<file path="config.mk">
export PLATFORM = sky130hd
export DESIGN_NAME = twoslot_cf_fifo
export DESIGN_NICKNAME = d
export VERILOG_FILES = /design/src/rtl/twoslot_pkg.sv /design/src/rtl/twoslot_slot.sv /design/src/rtl/twoslot_ctrl.sv /design/src/rtl/twoslot_cf_fifo.sv
export SDC_FILE = /design/constraint.sdc
export NUM_CORES = 1
export LEC_CHECK = 0
export ABC_AREA = 1
export BUFFER_PORTS_ARGS = -buffer_cell sky130_fd_sc_hd__buf_4
export CAP_MARGIN = 25
export CELL_PAD_IN_SITES_DETAIL_PLACEMENT = 1
export CELL_PAD_IN_SITES_GLOBAL_PLACEMENT = 2
export CORE_UTILIZATION = 31
export CTS_BUF_LIST = sky130_fd_sc_hd__clkbuf_2 sky130_fd_sc_hd__clkbuf_4 sky130_fd_sc_hd__clkbuf_8
export CTS_CLUSTER_SIZE = 28
export DETAILED_ROUTE_END_ITERATION = 7
export GPL_TIMING_DRIVEN = 0
export PLACE_DENSITY = 0.79
export SLEW_MARGIN = 20
export SYNTH_ARGS = -nofsm -noshare
export SYNTH_HDL_FRONTEND = slang
export SYNTH_SLANG_ARGS = --single-unit
</file>
<file path="constraint.sdc">
create_clock -name clk -period 3.9 [get_ports clk]
set_input_delay 0.195 -clock clk [delete_from_list [all_inputs] [get_ports clk]]
set_output_delay 0.195 -clock clk [all_outputs]
set_load 0.01 [all_outputs]
</file>
<file path="src/rtl/twoslot_pkg.sv">
package twoslot_pkg;

    // Occupancy of the two slots.
    typedef struct packed {
        logic head_v;
        logic tail_v;
    } occ_t;

    // Result of one cycle's update: next flags plus whether the tail moves down.
    typedef struct packed {
        occ_t nxt;
        logic move;
    } step_t;

    // Apply push to tail, pop to head, then settle a lone tail word into the head.
    function automatic step_t occ_step(occ_t cur, logic push, logic pop);
        occ_t  mid;
        step_t r;
        mid.tail_v = cur.tail_v | push;
        mid.head_v = cur.head_v & ~pop;
        r.move     = mid.tail_v & ~mid.head_v;
        if (r.move) begin
            r.nxt.head_v = 1'b1;
            r.nxt.tail_v = 1'b0;
        end else begin
            r.nxt = mid;
        end
        return r;
    endfunction

endpackage

</file>
<file path="src/rtl/twoslot_slot.sv">
module twoslot_slot #(
    parameter int DATA_W = 8
) (
    input  logic              clk,
    input  logic              load,
    input  logic [DATA_W-1:0] d,
    output logic [DATA_W-1:0] q
);
    always_ff @(posedge clk) begin
        if (load) q <= d;
    end
endmodule

</file>
<file path="src/rtl/twoslot_ctrl.sv">
module twoslot_ctrl
    import twoslot_pkg::*;
(
    input  logic clk,
    input  logic rst,
    input  logic push_valid,
    input  logic pop_valid,
    output logic head_v,
    output logic tail_v,
    output logic tail_load,
    output logic head_load,
    output logic head_from_input
);
    occ_t  occ_q;
    step_t step;
    logic  push_ok;
    logic  pop_ok;

    assign push_ok = push_valid & ~occ_q.tail_v;
    assign pop_ok  = pop_valid & occ_q.head_v;
    assign step    = occ_step(occ_q, push_ok, pop_ok);

    assign tail_load       = push_ok;
    assign head_load       = step.move;
    assign head_from_input = push_ok;

    always_ff @(posedge clk) begin
        if (rst) begin
            occ_q.head_v <= 1'b0;
            occ_q.tail_v <= 1'b0;
        end else begin
            occ_q <= step.nxt;
        end
    end

    assign head_v = occ_q.head_v;
    assign tail_v = occ_q.tail_v;

    assert_push_legal_R2: assert property (@(posedge clk) disable iff (rst)
        push_valid |-> !tail_v);

    assert_pop_legal_R3: assert property (@(posedge clk) disable iff (rst)
        pop_valid |-> head_v);

    assert_lone_in_head_R6: assert property (@(posedge clk) disable iff (rst)
        tail_v |-> head_v);

    assert_full_pop_R6: assert property (@(posedge clk) disable iff (rst)
        (head_v && tail_v && pop_valid) |=> (head_v && !tail_v));
endmodule

</file>
<file path="src/rtl/twoslot_cf_fifo.sv">
module twoslot_cf_fifo #(
    parameter int DATA_W = 8
) (
    input  logic              clk,
    input  logic              rst,
    input  logic              push_valid,
    input  logic [DATA_W-1:0] push_word,
    input  logic              pop_valid,
    output logic              has_room,
    output logic              has_data,
    output logic [DATA_W-1:0] head_word
);
    logic              head_v;
    logic              tail_v;
    logic              tail_load;
    logic              head_load;
    logic              head_from_input;
    logic [DATA_W-1:0] tail_q;
    logic [DATA_W-1:0] head_d;

    twoslot_ctrl u_ctrl (
        .clk             (clk),
        .rst             (rst),
        .push_valid      (push_valid),
        .pop_valid       (pop_valid),
        .head_v          (head_v),
        .tail_v          (tail_v),
        .tail_load       (tail_load),
        .head_load       (head_load),
        .head_from_input (head_from_input)
    );

    twoslot_slot #(.DATA_W(DATA_W)) u_tail (
        .clk  (clk),
        .load (tail_load),
        .d    (push_word),
        .q    (tail_q)
    );

    assign head_d = head_from_input ? push_word : tail_q;

    twoslot_slot #(.DATA_W(DATA_W)) u_head (
        .clk  (clk),
        .load (head_load),
        .d    (head_d),
        .q    (head_word)
    );

    assign has_room = ~tail_v;
    assign has_data = head_v;

    assert_empty_fill_R4: assert property (@(posedge clk) disable iff (rst)
        (!has_data && push_valid) |=> (has_data && head_word == $past(push_word)));

    assert_swap_one_R5: assert property (@(posedge clk) disable iff (rst)
        (has_data && has_room && push_valid && pop_valid)
        |=> (has_data && has_room && head_word == $past(push_word)));
endmodule

</file>
==> flow_metrics.tcl <==
set metrics [dict create \
    status "finished, final reports clean" \
    post-route-drc-count 0 \
    layout_min_cycle_time_ns 1.547 \
    ys_ff_latch 18 \
    vias_per_cell 4.304 \
    die_w_um 45.56 \
    vias 439 \
    ys_types 10 \
    synthesis.nets 65 \
    area_growth_pct 35.96 \
    synth_common_cells "25 x nand2_1, 10 x dfxtp_1, 8 x edfxtp_1" \
    cts.sinks 18 \
    skew_ns 0.004663 \
    cts.repair.resized 0 \
    io_pins 22 \
    critPathCaptureType "flop" \
    rsz0062_at_grt "no" \
    synthMostInstantiatedCell "nand2_1" \
    grt_pass1_wl_um 1738 \
    synth_edf_count 8 \
    r2r_end "u_head.q[7]$_DFFE_PP_" \
    design.die.area_um2 2075 \
    syn_avg_cell_area_um2 11.10 \
    cts_tree "built" \
    critPathBufInv 0 \
    worstPathRequired_ns 3.81 \
    hold_class "in -> reg" \
    grt_max_degree 10 \
    diodes 0 \
    drtIter0Drc 5 \
    synth_async_sr_flop_share_pct 0 \
    setup_violations 0 \
    path_clk_slew_ns 0.09 \
    gr-total-overflow 0 \
    timing.slew.headroom_pct 46.33 \
    antenna_found_initial 0 \
    crit_fanout 8 \
    fin_ws_ns 2.353 \
    nets 91 \
    clockBufferDepth 2 \
    place_ws_ns 2.348 \
    wl_per_cell_um 10.24 \
    leakage_nw 0.3773 \
    ff2ff_setup_slack_ns 2.35 \
    critical-path-top-delay-family "compound AO/OA/AOI/OAI gates" \
    worstSetupPathType "reg -> reg" \
    placementRows 15 \
    synth_area_leaders "edfxtp_1 41%, dfxtp_1 34%, nand2_1 16%, nor2_4 1.9%, a21oi_1 1.7%" \
    final-max-slew-violation-count 0 \
    post-cts-setup-buffers 0 \
    synthFlopType "dfxtp_1" \
    totalWireLength_um 1044 \
    power_density_nw_per_um2 438.3 \
    cp_slowest_cell "a21oi_1" \
    clk_latency_ns 0.28 \
    critPathArrivalTime_ns 1.46 \
    vdd_ir_drop_max_v 0.0002210 \
    worstReg2RegStart "u_ctrl.tail_v$_SDFF_PP0_" \
    crit_chain "nor2_1 -> a21oi_1" \
    cts_hold_buf 0 \
    htreeDepth 1 \
    yosys_warnings 0 \
    fmax_ghz 0.6463 \
    die_h_um 45.56 \
    gp_congestion 0.6288 \
    hold_end "u_ctrl.head_v$_SDFF_PP0_" \
    synth_seq_area_share_pct 74.89 \
    core_area_um2 1745 \
    maxCapViolations 0 \
    synthCells 53 \
    final_util_pct 45.81 \
    dr.pass1.iters 2 \
    synth.top_cell.area_share_pct 40.85 \
    finalHoldViolations 0 \
    grt_pass1_vias 399 \
    setup_tns_ns 0 \
    cts_made_buffers 3 \
    worstMarginPinSlew_ns 0.8051 \
    io_buffers 21 \
    cp-start-kind "flop" \
    period_share_pct 39.68 \
    hold_depth 2 \
    r2r_cells 2 \
    root_buffer "clkbuf_4" \
    grt_usage_pct 12.76 \
    critPathMaxStageDelay_ns 0.63 \
    yosys.area.top_type "edfxtp_1" \
    start_util_pct 33.69 \
    antenna_left 0 \
    nFillCells 214 \
    layout-drive-gt1-share_pct 36.36 \
    synth_area_um2 588.1 \
    worstHoldStart "rst" \
]
[stage by stage]
step | power (mW) | cells | instance area, µm² | hold slack [ns]
CTS | 0.3568 | 102 | 799.5 | 0.05377
detailed placement | 0.2705 | 99 | 777.0 | 0.3632
global placement | 0.2690 | 99 | 777.0 | 0.3643
finish | 0.3504 | 102 | 799.5 | 0.06669
global route | 0.3731 | 102 | 799.5 | 0.04681
floorplan | 0.2444 | 53 | 588.1 | 0.2641
[worst reg2reg max path: cells and delay by family (launching register included)]
family          cells  cell delay (ns)
simple gates        1             0.10
flops               1             0.45
compound gates      1             0.63
[per-layer routing]
metal  global-route usage, %  routed length [µm]  up-vias  share of wire [%]
met1                   15.11                 477      201                 46
met5                       0                   0        -                  0
li1                        -                   -      221                  -
met4                   9.091                  14        0                1.3
met2                   18.00                 488       15                 47
met3                   5.952                  63        2                6.0
[power breakdown]
group	total (mW)	internal, mW	leakage (nW)	switching (mW)
clock network	0.0854	0.0358	0.0138	0.0496
registers	0.221	0.216	0.163	0.00506
logic	0.0438	0.0220	0.201	0.0218
total	0.350	0.274	0.377	0.0765
[cell usage in the layout (no fill, tap or decap), drive strengths merged]
| master | instances |
|---|---|
| a21oi | 2 |
| buf | 21 |
| clkbuf | 3 |
| dfxtp | 10 |
| edfxtp | 8 |
| inv | 3 |
| nand2 | 26 |
| nor2 | 3 |
| o21bai | 1 |
[state kept, by name, indices dropped and copies added (netlist names)]
signal / flops
u_ctrl.head_v: 1
u_ctrl.tail_v: 1
u_head.q: 8
u_tail.q: 8
[worst max path at each step]
stage	start	cells past startpoint	endpoint	slack (ns)
2_1_floorplan	u_ctrl.tail_v$_SDFF_PP0_	2	u_head.q[0]$_DFFE_PP_	2.60
3_5_place_dp	u_ctrl.tail_v$_SDFF_PP0_	2	u_head.q[5]$_DFFE_PP_	2.35
4_1_cts	u_ctrl.tail_v$_SDFF_PP0_	2	u_head.q[7]$_DFFE_PP_	2.34
6_report	u_ctrl.tail_v$_SDFF_PP0_	2	u_head.q[7]$_DFFE_PP_	2.35
3_3_place_gp	u_ctrl.tail_v$_SDFF_PP0_	2	u_head.q[7]$_DFFE_PP_	2.37
5_1_grt	u_ctrl.tail_v$_SDFF_PP0_	2	u_head.q[2]$_DFFE_PP_	2.25
[kinds of logic (layout without fill, tap and decap cells)]
kind of cell,Yosys count,count (layout),share of synthesized area [%]
flops,18,18,74.89
simple gates,29,29,20.21
buf+inv,3,27,1.915
compound gates,3,3,2.979
[layout make-up]
cell class	count	area [µm²]	area share (%)
sequential	18	440.4	55.09
timing repair buffer	21	157.7	19.72
multi-input combinational	32	136.4	17.06
tap	25	31.28	3.912
clock buffer	3	22.52	2.817
inverter	3	11.26	1.408
Note: power is estimated with default switching activity, not from simulation.
